`config.mk`:
```
export PLATFORM = sky130hd
export DESIGN_NAME = tc_line_deser
export DESIGN_NICKNAME = d
export VERILOG_FILES = /design/src/rtl/tcd_pkg.sv /design/src/rtl/tcd_frame_tracker.sv /design/src/rtl/tcd_crc_accum.sv /design/src/rtl/tcd_result_bank.sv /design/src/rtl/tc_line_deser.sv
export SDC_FILE = /design/constraint.sdc
export NUM_CORES = 1
export LEC_CHECK = 0
export BUFFER_PORTS_ARGS = -buffer_cell sky130_fd_sc_hd__buf_4
export CAP_MARGIN = 40
export CELL_PAD_IN_SITES_DETAIL_PLACEMENT = 0
export CELL_PAD_IN_SITES_GLOBAL_PLACEMENT = 1
export CORE_ASPECT_RATIO = 0.8
export CORE_MARGIN = 8
export CORE_UTILIZATION = 50
export CTS_CLUSTER_SIZE = 24
export DETAILED_ROUTE_END_ITERATION = 12
export GPL_TIMING_DRIVEN = 0
export PLACE_DENSITY = 0.79
export SLEW_MARGIN = 0
export SYNTH_ARGS = -nofsm -noshare
export SYNTH_HDL_FRONTEND = slang
export SYNTH_SLANG_ARGS = --single-unit
export TNS_END_PERCENT = 20
```
`constraint.sdc`:
```
create_clock -name clk -period 2.1 [get_ports clk]
set_input_delay 0.315 -clock clk [delete_from_list [all_inputs] [get_ports clk]]
set_output_delay 0.315 -clock clk [all_outputs]
set_load 0.03 [all_outputs]
```
`src/rtl/tcd_pkg.sv`:
```
package tcd_pkg;
   localparam int unsigned TCD_BYTES  = 9;
   localparam int unsigned TCD_DATA_W = 8;
   localparam int unsigned TCD_SYNC_W = 2;

   function automatic int unsigned tcd_addr_w(input int unsigned nbytes);
      return $clog2(nbytes + 3);
   endfunction
endpackage

```
`src/rtl/tcd_frame_tracker.sv`:
```
module tcd_frame_tracker #(
   parameter int unsigned NBYTES = 9,
   parameter int unsigned DATA_W = 8,
   parameter int unsigned SYNC_W = 2,
   parameter logic [SYNC_W-1:0] SYNC_PAT = 2'b01,
   localparam int unsigned SLOT  = SYNC_W + DATA_W,
   localparam int unsigned SL_W  = $clog2(SLOT),
   localparam int unsigned BI_W  = $clog2(NBYTES),
   localparam int unsigned DP_W  = $clog2(DATA_W),
   localparam int unsigned SI_W  = (SYNC_W > 1) ? $clog2(SYNC_W) : 1
) (
   input  logic            clk,
   input  logic            rst_n,
   input  logic            line_start,
   input  logic            bit_vld,
   input  logic            bit_val,
   output logic            cap_en,
   output logic [BI_W-1:0] cap_byte,
   output logic [DP_W-1:0] cap_pos,
   output logic            crc_en,
   output logic            done
);
   logic            active;
   logic [SL_W-1:0] slot;
   logic [BI_W-1:0] byte_idx;
   logic            take, in_sync, sync_bad, last_slot, last_byte;

   assign take      = active && bit_vld && !line_start;
   assign in_sync   = slot < SL_W'(SYNC_W);
   assign sync_bad  = take && in_sync && (bit_val != SYNC_PAT[slot[SI_W-1:0]]);
   assign last_slot = slot == SL_W'(SLOT - 1);
   assign last_byte = byte_idx == BI_W'(NBYTES - 1);

   assign cap_en   = take && !in_sync;
   assign cap_byte = byte_idx;
   assign cap_pos  = DP_W'(slot - SL_W'(SYNC_W));
   assign crc_en   = take && !(last_byte && !in_sync);

   always_ff @(posedge clk or negedge rst_n) begin
      if (!rst_n) begin
         active   <= 1'b0;
         slot     <= '0;
         byte_idx <= '0;
         done     <= 1'b0;
      end else begin
         done <= take && !sync_bad && last_slot && last_byte;
         if (line_start) begin
            active   <= 1'b1;
            slot     <= '0;
            byte_idx <= '0;
         end else if (take) begin
            if (sync_bad) begin
               active <= 1'b0;
            end else if (last_slot) begin
               slot <= '0;
               if (last_byte) active <= 1'b0;
               else           byte_idx <= byte_idx + 1'b1;
            end else begin
               slot <= slot + 1'b1;
            end
         end
      end
   end

   p_start_arms_r2: assert property (@(posedge clk) disable iff (!rst_n)
      line_start |=> (active && slot == '0 && byte_idx == '0));
   p_slot_range_r2: assert property (@(posedge clk) disable iff (!rst_n)
      slot < SL_W'(SLOT));
   p_sync_abort_r6: assert property (@(posedge clk) disable iff (!rst_n)
      sync_bad |=> !active);
   p_done_pulse_r8: assert property (@(posedge clk) disable iff (!rst_n)
      done |=> !done);
endmodule

```
`src/rtl/tcd_crc_accum.sv`:
```
module tcd_crc_accum #(
   parameter int unsigned CRC_W = 8,
   parameter logic [CRC_W-1:0] POLY = 8'h01
) (
   input  logic             clk,
   input  logic             rst_n,
   input  logic             start,
   input  logic             en,
   input  logic             din,
   output logic [CRC_W-1:0] crc
);
   logic [CRC_W-1:0] crc_next;
   logic             fb;

   assign fb = crc[CRC_W-1] ^ din;

   generate
      if (POLY == CRC_W'(1)) begin : g_rotate
         assign crc_next = {crc[CRC_W-2:0], fb};
      end else begin : g_general
         assign crc_next = {crc[CRC_W-2:0], 1'b0} ^ (fb ? POLY : '0);
      end
   endgenerate

   always_ff @(posedge clk or negedge rst_n) begin
      if (!rst_n)     crc <= '0;
      else if (start) crc <= '0;
      else if (en)    crc <= crc_next;
   end

   p_crc_seed_r4: assert property (@(posedge clk) disable iff (!rst_n)
      start |=> (crc == '0));
   p_crc_hold_r4: assert property (@(posedge clk) disable iff (!rst_n)
      (!start && !en) |=> $stable(crc));
endmodule

```
`src/rtl/tcd_result_bank.sv`:
```
module tcd_result_bank #(
   parameter int unsigned NBYTES = 9,
   parameter int unsigned DATA_W = 8,
   parameter int unsigned ADDR_W = 4,
   localparam int unsigned BI_W  = $clog2(NBYTES),
   localparam int unsigned DP_W  = $clog2(DATA_W)
) (
   input  logic              clk,
   input  logic              rst_n,
   input  logic              cap_en,
   input  logic [BI_W-1:0]   cap_byte,
   input  logic [DP_W-1:0]   cap_pos,
   input  logic              cap_val,
   input  logic              commit,
   input  logic [DATA_W-1:0] crc_in,
   input  logic              wr_en,
   input  logic [ADDR_W-1:0] wr_addr,
   input  logic [DATA_W-1:0] wr_data,
   input  logic [ADDR_W-1:0] rd_addr,
   output logic [DATA_W-1:0] rd_data
);
   localparam logic [ADDR_W-1:0] A_CRC   = ADDR_W'(NBYTES);
   localparam logic [ADDR_W-1:0] A_AVAIL = ADDR_W'(NBYTES + 1);
   localparam logic [ADDR_W-1:0] A_CLEAR = ADDR_W'(NBYTES + 2);

   logic              clear;
   logic [DATA_W-1:0] shadow [NBYTES];
   logic [DATA_W-1:0] data_q [NBYTES];
   logic [DATA_W-1:0] crc_q;
   logic              avail_q;

   assign clear = wr_en && (wr_addr == A_CLEAR) && wr_data[0];

   for (genvar gb = 0; gb < NBYTES; gb++) begin : g_byte
      always_ff @(posedge clk or negedge rst_n) begin
         if (!rst_n)
            shadow[gb] <= '0;
         else if (cap_en && cap_byte == BI_W'(gb))
            shadow[gb][cap_pos] <= cap_val;
      end
      always_ff @(posedge clk or negedge rst_n) begin
         if (!rst_n)      data_q[gb] <= '0;
         else if (clear)  data_q[gb] <= '0;
         else if (commit) data_q[gb] <= shadow[gb];
      end
   end

   always_ff @(posedge clk or negedge rst_n) begin
      if (!rst_n) begin
         crc_q   <= '0;
         avail_q <= 1'b0;
      end else if (clear) begin
         crc_q   <= '0;
         avail_q <= 1'b0;
      end else if (commit) begin
         crc_q   <= crc_in;
         avail_q <= 1'b1;
      end
   end

   always_comb begin
      rd_data = '0;
      if (rd_addr < A_CRC)        rd_data = data_q[rd_addr[BI_W-1:0]];
      else if (rd_addr == A_CRC)  rd_data = crc_q;
      else if (rd_addr == A_AVAIL) rd_data = {{(DATA_W-1){1'b0}}, avail_q};
   end

   p_clear_wins_r10: assert property (@(posedge clk) disable iff (!rst_n)
      clear |=> (!avail_q && crc_q == '0));
   p_commit_sets_avail_r8: assert property (@(posedge clk) disable iff (!rst_n)
      (commit && !clear) |=> avail_q);
   p_hold_between_r8: assert property (@(posedge clk) disable iff (!rst_n)
      (!commit && !clear) |=> ($stable(avail_q) && $stable(crc_q)));
endmodule

```
`src/rtl/tc_line_deser.sv`:
```
module tc_line_deser
   import tcd_pkg::*;
#(
   parameter int unsigned NBYTES = TCD_BYTES,
   parameter int unsigned DATA_W = TCD_DATA_W,
   parameter int unsigned SYNC_W = TCD_SYNC_W,
   parameter logic [SYNC_W-1:0] SYNC_PAT = 2'b01,
   parameter logic [DATA_W-1:0] CRC_POLY = 8'h01,
   parameter int unsigned ADDR_W = tcd_addr_w(NBYTES),
   localparam int unsigned BI_W = $clog2(NBYTES),
   localparam int unsigned DP_W = $clog2(DATA_W)
) (
   input  logic              clk,
   input  logic              rst_n,
   input  logic              line_start,
   input  logic              bit_vld,
   input  logic              bit_val,
   input  logic              wr_en,
   input  logic [ADDR_W-1:0] wr_addr,
   input  logic [DATA_W-1:0] wr_data,
   input  logic [ADDR_W-1:0] rd_addr,
   output logic [DATA_W-1:0] rd_data
);
   generate
      if (NBYTES < 2)                   $error("NBYTES must be at least 2");
      if (DATA_W < 2)                   $error("DATA_W must be at least 2");
      if (SYNC_W < 1)                   $error("SYNC_W must be at least 1");
      if (ADDR_W < $clog2(NBYTES + 3))  $error("ADDR_W too narrow for the read map");
   endgenerate

   logic            cap_en, crc_en, done;
   logic [BI_W-1:0] cap_byte;
   logic [DP_W-1:0] cap_pos;
   logic [DATA_W-1:0] crc;

   tcd_frame_tracker #(
      .NBYTES(NBYTES), .DATA_W(DATA_W), .SYNC_W(SYNC_W), .SYNC_PAT(SYNC_PAT)
   ) u_track (
      .clk(clk), .rst_n(rst_n), .line_start(line_start), .bit_vld(bit_vld),
      .bit_val(bit_val), .cap_en(cap_en), .cap_byte(cap_byte), .cap_pos(cap_pos),
      .crc_en(crc_en), .done(done)
   );

   tcd_crc_accum #(.CRC_W(DATA_W), .POLY(CRC_POLY)) u_crc (
      .clk(clk), .rst_n(rst_n), .start(line_start), .en(crc_en),
      .din(bit_val), .crc(crc)
   );

   tcd_result_bank #(.NBYTES(NBYTES), .DATA_W(DATA_W), .ADDR_W(ADDR_W)) u_bank (
      .clk(clk), .rst_n(rst_n), .cap_en(cap_en), .cap_byte(cap_byte),
      .cap_pos(cap_pos), .cap_val(bit_val), .commit(done), .crc_in(crc),
      .wr_en(wr_en), .wr_addr(wr_addr), .wr_data(wr_data),
      .rd_addr(rd_addr), .rd_data(rd_data)
   );

   p_no_read_x_r11: assert property (@(posedge clk) disable iff (!rst_n)
      !$isunknown(rd_data));
endmodule

```
==> impl_metrics.json, run 1 <==
{
  "synthSimpleGateAreaFrac_pct": 14.2,
  "yosys-top-cells-area": "dfrtp_1 53%, mux2i_1 16%, mux2_2 8.7%, nor2_1 6.1%, nand2_1 2.1%",
  "rsz0062_at_grt": "true",
  "status": "finished with violations",
  "synth.cell_area_sq_um": 8120,
  "antenna_found_initial": 0,
  "yosysTopAreaCellShare_pct": 52.7,
  "swShare_pct": 26.2,
  "firstDrtPassIters": 5,
  "clkSinkCount": 171,
  "hp-class": "in -> reg",
  "portBuffers": 20,
  "max-cap-violations": 0,
  "grt_overflow": 0,
  "finalHoldViolations": 0,
  "postRouteAntennaNets": 0,
  "place_ws_ps": -434,
  "crit_path_cell_trace": "clkbuf_2 > buf_6 > mux2i_1 > a22oi_2 > nand2_1 > o22ai_1 > buf_4",
  "internal-power_mw": 6.02,
  "num-nets-final": 784,
  "synth_mux_area_share_pct": 26.2,
  "placementRows": 41,
  "root_buffer": "clkbuf_16",
  "synth.avg_cell_area_sq_um": 11.4,
  "synth-seq-cells": 171,
  "drc": 0,
  "fin_crit_ps": 2140,
  "vdd_drop_max_mv": 0.593,
  "fmaxAchievable_mhz": 467,
  "tritoncts": "yes",
  "yosysUniqueCellTypes": 45,
  "die_area_sq_um": 20600,
  "clk_pin_slew_ps": 60,
  "synthesis.nets": 743,
  "pwr_density_cell_nw_per_um2": 879,
  "wl_um": 22300,
  "startpoint_type": "input port",
  "drt_iter0_markers": 455,
  "synth.yosys.warnings": 0,
  "clock_skew_ps": 10.7,
  "combPwrFrac_pct": 13.1,
  "slew_headroom_pct": 41.1,
  "layout_setup_ws_ps": -41.8,
  "path_max_fanout": 10,
  "place_hpwl_um": 15600,
  "synth_top_family_by_area": "multiplexers",
  "synthToLayoutAreaGrowth_pct": 14.3,
  "cpMaxStageDelayCell": "a22oi_2",
  "yosysSeqAreaShare_pct": 52.7,
  "grt_max_degree": 91,
  "routed_via_density": 5.77,
  "total_power_mw": 8.15,
  "insertion_delay_ps": 430,
  "p_leak_nw": 4.17,
  "place_congestion": 0.868,
  "pin_count": 30,
  "grt_pass1_vias": 5667,
  "via_count": 5663,
  "crit_type": "in -> out",
  "tns_ps": -90.0,
  "wl_per_cell_um": 22.7,
  "cts_buffers": 17,
  "finish.utilization_pct": 58.5,
  "synth_ff_type": "dfrtp_1",
  "drv_slew": 0,
  "crit_arrival_ps": 1830,
  "synth_compound_area_share_pct": 2.65,
  "num_antenna_cells": 0,
  "violations": "negative setup slack",
  "cp-end-kind": "primary output",
  "slowest_delay_ps": 310,
  "worst_pin_slew_ps": 880,
  "syn-instance-count": 715,
  "synth-xor-area-share_pct": 0.539,
  "h-tree-depth": 4,
  "p_sw_mw": 2.14,
  "clock_path_buffers": 2,
  "die_h_um": 130,
  "crit_required_ps": 1780,
  "die_w_um": 158,
  "synthAdderAreaFrac_pct": 0.924,
  "fin_crit_sh_pct": 102,
  "synth_edf_count": 0,
  "setup_violations": 4,
  "synth-async-reset-ratio_pct": 100,
  "synth_top_area_cell": "dfrtp_1",
  "grt_first_pass_wirelength_um": 34200,
  "coreArea_sq_um": 15900,
  "drive_gt1_share_pct": 21.6,
  "share_seq_of_total_power_pct": 47.7,
  "start_util_pct": 51.2,
  "whs_ps": 267,
  "grt.total_usage_pct": 22.7,
  "clkPwrFrac_pct": 39.2
}
-- sequential cells by signal (all words and copies together), names as in the netlist --
register and count:
u_track.active 1, u_track.done 1, u_bank.shadow 72, u_bank.data_q 72
u_track.slot 4, u_track.cap_byte 4, u_crc.crc 8, u_bank.avail_q 1
u_bank.crc_q 8
-- final timing paths --
check                           slack (ps)  cells past startpoint                       startpoint                            end
worst max-delay path                   -40                      7                       rd_addr[1]                     rd_data[4]
worst min-delay path                   270                      3                          bit_vld     u_track.active$_DFFE_PN0P_
worst max register to register          20                      6  u_track.cap_byte[0]$_DFFE_PN0P_   u_bank.shadow[1]$_DFFE_PN0P_
worst min register to register         500                      1    u_bank.shadow[68]$_DFFE_PN0P_  u_bank.shadow[68]$_DFFE_PN0P_
max in group asynchronous              790                      3                            rst_n  u_bank.data_q[64]$_DFFE_PN0P_
min in group asynchronous              450                      2                            rst_n  u_bank.shadow[28]$_DFFE_PN0P_
-- cells by family after synthesis --
family          after synthesis
fa+ha+maj                     6
flops                       171
simple gates                251
xor+xnor                      5
compound gates               31
mux                         201
buf+inv                      50
-- power by group through the flow --
stage	Combinational, mW	Clock (mW)	Sequential (mW)
3_3_place_gp	0.985	0	3.92
4_1_cts	1.05	3.24	3.88
6_report	1.07	3.20	3.89
5_1_grt	1.17	3.39	3.92
3_5_place_dp	1.03	0	3.94
2_1_floorplan	0.671	0	3.85
-- critical path, delay by kind of cell --
family,cells,cell delay [ps]
compound gates,2,580
mux,1,140
simple gates,1,90
buf+inv,3,690
-- cell usage in the layout, fill, tap and decap left out, drive strengths merged, types with 2 or more instances in the layout --
cell,n
mux2i,127
xnor2,3
nor2,141
nand3b,4
a22oi,14
a21oi,3
xor2,2
nor4,3
and3,3
clkinv,4
nor3,13
or3,3
o21ai,3
nand2,46
bufinv,3
and2,3
nand4,3
inv,4
o22ai,7
ha,6
dfrtp,171
clkbuf,46
nand3,11
mux4,2
nor2b,8
mux2,72
nand2b,6
buf,43
-- repair_timing --
action | 4_1_cts | 5_1_grt
hold endpoints to repair | 81 | 0
hold buffers | 1 | 0
resized for setup | 15 | 11
pin swaps | 0 | 2
setup endpoints to repair | 14 | 26
buffers inserted | 0 | 0
-- routing by layer --
metal	part of all wire, %	vias to the layer above	wire length [um]	GRT usage (%)
li1	-	2534	-	-
met1	47	2926	10500	31.4
met2	44	173	9860	33.8
met3	6.5	30	1460	6.18
met4	2.3	0	507	7.86
met5	0	-	0	0
-- metrics by stage --
step / cells / area (sq um)
after floorplan: 715 / 8120
after global placement: 950 / 8540
after detailed placement: 951 / 8580
after CTS: 982 / 9230
after global routing: 982 / 9280
final: 982 / 9280
-- Yosys cell counts, types with 6 or more instances --
| cell | number |
|---|---|
| nand2b_1 | 6 |
| o22ai_1 | 7 |
| dfrtp_1 | 171 |
| nor2b_1 | 8 |
| buf_2 | 21 |
| nor2_2 | 8 |
| a22oi_1 | 14 |
| ha_1 | 6 |
| mux2i_1 | 127 |
| nor2_1 | 133 |
| nor3_1 | 9 |
| nand3_1 | 11 |
| nand2_1 | 46 |
| clkbuf_1 | 23 |
| mux2_1 | 9 |
| mux2_2 | 63 |
-- cell type report --
class	instances	area, sq um
fill	1327	6570
clock inverter	8	118
sequential	171	4280
timing repair buffer	22	195
tap	215	269
multi-input combinational	494	3700
buffer	46	234
clock buffer	22	474
inverter	4	15.0
Note: power is estimated with default switching activity, not from simulation.
==> run 2: changes to the inputs <==
--- a/config.mk
+++ b/config.mk
@@ -10,14 +10,14 @@
 export CELL_PAD_IN_SITES_DETAIL_PLACEMENT = 0
 export CELL_PAD_IN_SITES_GLOBAL_PLACEMENT = 1
 export CORE_ASPECT_RATIO = 0.8
-export CORE_MARGIN = 8
-export CORE_UTILIZATION = 50
+export CORE_UTILIZATION = 51
 export CTS_CLUSTER_SIZE = 24
 export DETAILED_ROUTE_END_ITERATION = 12
 export GPL_TIMING_DRIVEN = 0
-export PLACE_DENSITY = 0.79
+export PLACE_DENSITY = 0.8
 export SLEW_MARGIN = 0
 export SYNTH_ARGS = -nofsm -noshare
 export SYNTH_HDL_FRONTEND = slang
+export SYNTH_HIERARCHICAL = 1
 export SYNTH_SLANG_ARGS = --single-unit
 export TNS_END_PERCENT = 20
==> run 2 against run 1 <==
  * The flow still finishes with violations (negative setup slack)
  * Worst setup slack worse by 5.5 ps
  * Final cell count down 2.4%
  * Final area up 2.3%
  * Critical path type is now reg -> out
  * Largest cell class unchanged
  * Largest power group unchanged
  * Highest routed layer unchanged
==> impl_metrics.json, run 2 <==
{
  "p_sw_mw": 2.23,
  "violations": "negative setup slack",
  "pin_count": 30,
  "start_util_pct": 52.1,
  "synth_mux_area_share_pct": 26.1,
  "via_count": 5773,
  "root_buffer": "clkbuf_16",
  "synth.cell_area_sq_um": 8210,
  "coreArea_sq_um": 15700,
  "whs_ps": 214,
  "clock_skew_ps": 15.8,
  "rsz0062_at_grt": "true",
  "cp_top_family": "multiplexers",
  "grt_first_pass_wirelength_um": 33900,
  "place_congestion": 0.845,
  "yosysSeqAreaShare_pct": 52.2,
  "synthToLayoutAreaGrowth_pct": 15.6,
  "crit_type": "reg -> out",
  "synth_edf_count": 0,
  "portBuffers": 20,
  "layout_setup_ws_ps": -47.3,
  "p_leak_nw": 4.07,
  "internal-power_mw": 5.81,
  "yosysUniqueCellTypes": 50,
  "dr_wl_met3_um": 1470,
  "crit_arrival_ps": 1830,
  "slew_headroom_pct": 51.6,
  "placementRows": 41,
  "synth_ff_type": "dfrtp_1",
  "grt.total_usage_pct": 28.3,
  "status": "finished with violations",
  "synthSimpleGateAreaFrac_pct": 14.1,
  "synth_top_family_by_area": "multiplexers",
  "fin_crit_ps": 2150,
  "firstDrtPassIters": 5,
  "wl_per_cell_um": 22.4,
  "setup_violations": 6,
  "yosys-top-cells-area": "dfrtp_1 52%, mux2i_1 12%, mux2_2 8.5%, nor2_1 4.5%, mux4_2 4.4%",
  "finalHoldViolations": 0,
  "crit_path_cell_trace": "mux4_2 > a22oi_2 > o21ai_1 > buf_4",
  "cpMaxStageDelayCell": "mux4_2",
  "place_hpwl_um": 14700,
  "startpoint_type": "flip-flop",
  "drc": 0,
  "grt_max_degree": 91,
  "synth_compound_area_share_pct": 2.81,
  "clk_pin_slew_ps": 70,
  "synth-seq-cells": 171,
  "synth.avg_cell_area_sq_um": 12.0,
  "synth.yosys.warnings": 6,
  "num-nets-final": 755,
  "synth_top_area_cell": "dfrtp_1",
  "pwr_density_cell_nw_per_um2": 847,
  "worst_pin_slew_ps": 722,
  "drv_slew": 0,
  "cp-end-kind": "primary output",
  "die_area_sq_um": 16600,
  "grt_pass1_vias": 5801,
  "dr.max_layer_used": "met4",
  "synthAdderAreaFrac_pct": 0.457,
  "clkSinkCount": 171,
  "wl_um": 21500,
  "swShare_pct": 27.8,
  "hold_depth": 3,
  "worstRegToRegCells": 6,
  "synth-xor-area-share_pct": 0.320,
  "routed_via_density": 6.03,
  "dr_wl_met2_um": 10100,
  "drt_iter0_markers": 418,
  "yosysMostFrequentCell": "dfrtp_1",
  "fin_crit_sh_pct": 102,
  "slowest_delay_ps": 490,
  "die_h_um": 115,
  "grt_overflow": 0,
  "antenna_found_initial": 0,
  "path_buf_inv": 1,
  "syn-instance-count": 682,
  "num_antenna_cells": 0,
  "share_seq_of_total_power_pct": 48.3,
  "clock_path_buffers": 2,
  "total_power_mw": 8.04,
  "wl_met1_um": 9560,
  "fmaxAchievable_mhz": 466,
  "hp-class": "in -> reg",
  "yosysTopAreaCellShare_pct": 52.2,
  "combPwrFrac_pct": 13.4,
  "tns_ps": -160,
  "synth.top_cells.by_count": "171 x dfrtp_1, 98 x nor2_1, 96 x mux2i_1",
  "crit_required_ps": 1780,
  "insertion_delay_ps": 440,
  "vdd_drop_max_mv": 0.629,
  "path_max_fanout": 2,
  "cp_num_cells": 4,
  "clkPwrFrac_pct": 38.3,
  "top_regs": "u_bank/data_q (72), u_bank/shadow (72)",
  "synthesis.nets": 707,
  "final_common_cell": "dfrtp_1",
  "cts_buffers": 17,
  "max-cap-violations": 0,
  "drive_gt1_share_pct": 27.5,
  "tritoncts": "yes",
  "die_w_um": 144,
  "postRouteAntennaNets": 0,
  "synth-async-reset-ratio_pct": 100,
  "mostFrequentLayoutCells": "165 x dfrtp_1, 97 x nor2_1, 96 x mux2i_1",
  "h-tree-depth": 4
}
run 2: cell count changes after synthesis, moves of 5 or more:
cell / before / now
a22oi_1: 14 / 7
buf_6: 1 / 6
mux2i_1: 127 / 96
mux4_2: 2 / 16
nand2_1: 46 / 5
nand3_1: 11 / 43
nand4_1: 3 / 11
nor2_1: 133 / 98
nor2_2: 8 / 0
nor3_1: 9 / 29
o21ai_0: 2 / 8
o22ai_1: 7 / 0
run 2: path summary, 6_finish.rpt:
kind / from / slack (ps) / end
max: u_bank/data_q[14]$_DFFE_PN0P_ / -50 / rd_data[6]
min: line_start / 210 / u_track/cap_byte[1]$_DFFE_PN0P_
max reg2reg: u_track/active$_DFFE_PN0P_ / 70 / u_bank/shadow[55]$_DFFE_PN0P_
min reg2reg: u_bank/shadow[20]$_DFFE_PN0P_ / 490 / u_bank/shadow[20]$_DFFE_PN0P_
max in group asynchronous: rst_n / 720 / u_track/cap_byte[1]$_DFFE_PN0P_
min in group asynchronous: rst_n / 480 / u_bank/data_q[27]$_DFFE_PN0P_
run 2: worst min-delay path, cell delays in order:
cell	delay, ps
buf_4	120
a211o_1	110
mux2i_1	60
run 2: cell type report:
type | count | area, sq um
fill | 1303 | 6260
sequential | 171 | 4290
multi-input combinational | 445 | 3700
clock buffer | 17 | 425
buffer | 57 | 329
timing repair buffer | 30 | 290
tap | 215 | 269
clock inverter | 15 | 153
inverter | 8 | 32.5
run 2: logic make-up (layout without fill, tap and decap cells):
family          count (synthesis)  in the layout
xor+xnor                        3              3
buf+inv                        66            127
fa+ha+maj                       3              3
compound gates                 32             32
mux                           185            185
simple gates                  222            222
flops                         171            171
run 2: per-stage QoR:
step,util (%),area [sq um],instances,setup WS (ps)
floorplan,-,8210,682,83.1
global placement,54.8,8620,917,-397
detailed placement,55.0,8660,918,-443
CTS,59.5,9380,953,-73.7
global route,60.3,9490,958,-97.0
finish,60.3,9490,958,-47.3
run 2: power by group through the flow:
stage               combinational, mW  clock (mW)  sequential, mW
finish                           1.07        3.08            3.88
global route                     1.19        3.27            3.92
CTS                              1.06        3.13            3.88
detailed placement               1.02           0            3.93
global placement                0.974           0            3.91
floorplan                       0.711           0            3.84
run 2: timing repair:
| item | in CTS | in global routing |
|---|---|---|
| resized for setup | 22 | 21 |
| pin swaps | 6 | 4 |
| setup endpoints to repair | 79 | 71 |
| setup buffers | 3 | 3 |
| endpoints found under the hold margin | 81 | 0 |
| hold buffers | 1 | 0 |
| gates cloned | 0 | 1 |
run 2: per-layer routing:
layer / track usage, % / up-vias
li1: - / 2519
met1: 41.1 / 3017
met2: 43.2 / 207
met3: 5.91 / 30
met4: 8.16 / 0
met5: 0 / -
==> run 3: changes to the inputs <==
--- a/config.mk
+++ b/config.mk
@@ -15,7 +15,7 @@
 export DETAILED_ROUTE_END_ITERATION = 12
 export GPL_TIMING_DRIVEN = 0
 export PLACE_DENSITY = 0.8
-export SLEW_MARGIN = 0
+export SETUP_SLACK_MARGIN = 0.2
 export SYNTH_ARGS = -nofsm -noshare
 export SYNTH_HDL_FRONTEND = slang
 export SYNTH_HIERARCHICAL = 1
==> run 3 against run 2 <==
  * Sequential share of layout area down 4.6 points
  * The run still ends with negative setup slack left
  * Register-to-register slack worse by 90 ps
  * Combinational power is 12% higher
  * Final area grew 11%
  * Non-clock buffer count increased by 27
  * Global-route usage increased by 0.53 points
  * Sequential power about the same
  * Die area did not move
  * Worst setup slack got worse by 2.7 ps
  * Routed wire length is 12% higher
  * Total power up 2.7%
  * Final cell count rose by 2.8%
==> impl_metrics.json, run 3 (same netlist as run 2, synthesis figures left out) <==
{
  "h-tree-depth": 4,
  "wl_per_cell_um": 24.4,
  "vdd_drop_max_mv": 0.574,
  "place_hpwl_um": 14800,
  "grt_max_degree": 99,
  "pwr_density_cell_nw_per_um2": 782,
  "drv_slew": 0,
  "num-nets-final": 782,
  "final_common_cell": "dfrtp_1",
  "root_buffer": "clkbuf_16",
  "die_w_um": 144,
  "clkSinkCount": 171,
  "die_h_um": 115,
  "crit_type": "reg -> out",
  "place_congestion": 0.848,
  "die_area_sq_um": 16600,
  "status": "finished with violations",
  "startpoint_type": "flip-flop",
  "cp-end-kind": "primary output",
  "start_util_pct": 52.1,
  "slew_headroom_pct": 34.6,
  "coreArea_sq_um": 15700,
  "tritoncts": "yes",
  "grt_first_pass_wirelength_um": 34400,
  "violations": "negative setup slack",
  "pin_count": 30,
  "postRouteAntennaNets": 0,
  "clk_pin_slew_ps": 60,
  "clock_skew_ps": 8.80,
  "grt_overflow": 0,
  "num_antenna_cells": 0,
  "finalHoldViolations": 0,
  "fin_crit_ps": 2150,
  "finish.utilization_pct": 67.0,
  "path_max_fanout": 2,
  "portBuffers": 20,
  "clock_path_buffers": 2,
  "antenna_found_initial": 0,
  "fmaxAchievable_mhz": 465,
  "routed_via_density": 6.08,
  "drive_gt1_share_pct": 38.7,
  "crit_required_ps": 1780,
  "wl_um": 24000,
  "crit_arrival_ps": 1840,
  "cts_buffers": 17,
  "firstDrtPassIters": 5,
  "top_regs": "u_bank/data_q (72), u_bank/shadow (72)",
  "insertion_delay_ps": 430,
  "drt_iter0_markers": 490,
  "mostFrequentLayoutCells": "166 x dfrtp_1, 96 x mux2i_1, 96 x nor2_1",
  "hp-class": "in -> reg",
  "grt.total_usage_pct": 28.8,
  "via_count": 5987,
  "drc": 0,
  "synthToLayoutAreaGrowth_pct": 28.6,
  "grt_pass1_vias": 5884,
  "worst_pin_slew_ps": 982,
  "max-cap-violations": 0,
  "p_leak_nw": 4.69,
  "rsz0062_at_grt": "true",
  "fin_crit_sh_pct": 102,
  "placementRows": 41,
  "layout_setup_ws_ps": -50.0,
  "setup_violations": 8,
  "place_ws_ps": -418
}
==> run 3: cell count changes in the layout (fill, tap and decap cells not counted), sizes merged <==
cell      delta
buf         +27
inv          -8
clkinv       +4
clkbuf       +2
bufinv       +1
clkinvlp     +1
==> run 3: cell type report <==
cell class              instances  area (sq um)
plain buffers                  58           384
clock buffers                  19           453
clock inverters                13           144
fillers                      1125          5200
inverters                       8          41.3
multi-input cells             445          4420
flip-flops and latches        171          4290
well taps                     215           269
repair buffers                 56           552
==> run 3: worst max-delay path, cell delays in order, from the launching register on <==
cell,delay (ps)
dfrtp_1,390
mux4_2,510
a22oi_2,230
o21ai_1,100
buf_4,180
==> run 3: power breakdown <==
group	switching, mW	leakage [nW]	total [mW]	internal, mW
Sequential	0.236	2.21	3.89	3.66
Clock	1.34	0.282	3.16	1.82
Combinational	0.663	2.20	1.20	0.541
==> run 3: per-layer routing <==
layer / wire [um] / global-route usage [%] / vias up
met1: 10100 / 39.9 / 3150
met4: 699 / 8.94 / 0
met2: 11500 / 45.9 / 204
li1: - / - / 2588
met5: 0 / 0 / -
met3: 1700 / 6.28 / 45
==> run 3: path summary, 6_finish.rpt <==
check                      cells after the start                              end  slack (ps)                          start
setup / recovery                               4                       rd_data[6]         -50  u_bank/data_q[14]$_DFFE_PN0P_
hold / removal                                 3  u_track/cap_byte[1]$_DFFE_PN0P_         210                     line_start
setup reg to reg                               6    u_bank/shadow[40]$_DFFE_PN0P_         -20    u_track/slot[1]$_DFFE_PN0P_
hold reg to reg                                1     u_bank/shadow[5]$_DFFE_PN0P_         500   u_bank/shadow[5]$_DFFE_PN0P_
max in group asynchronous                      3      u_track/slot[1]$_DFFE_PN0P_         760                          rst_n
min in group asynchronous                      2    u_bank/data_q[34]$_DFFE_PN0P_         450                          rst_n
==> run 3: what timing repair did <==
item                                   in CTS  in global routing
hold buffers                                1                  0
setup endpoints to repair                  88                 76
cloned                                      0                  3
gates resized for setup                    60                168
buffers inserted                           16                 15
endpoints found under the hold margin      73                  0
pin swaps                                  17                 51
==> run 3: metrics by stage <==
| step | cell area [sq um] | power, mW | TNS (ps) | hold slack, ps | std cells |
|---|---|---|---|---|---|
| 6_report | 10600 | 8.25 | -194 | 207 | 985 |
| 5_1_grt | 10600 | 8.56 | -627 | 213 | 985 |
| 4_1_cts | 9660 | 8.18 | -398 | 193 | 967 |
| 3_5_place_dp | 8670 | 4.97 | -18170 | 322 | 918 |
| 3_3_place_gp | 8630 | 4.89 | -51480 | 474 | 917 |
| 2_1_floorplan | 8220 | 4.55 | 0 | 19.4 | 682 |
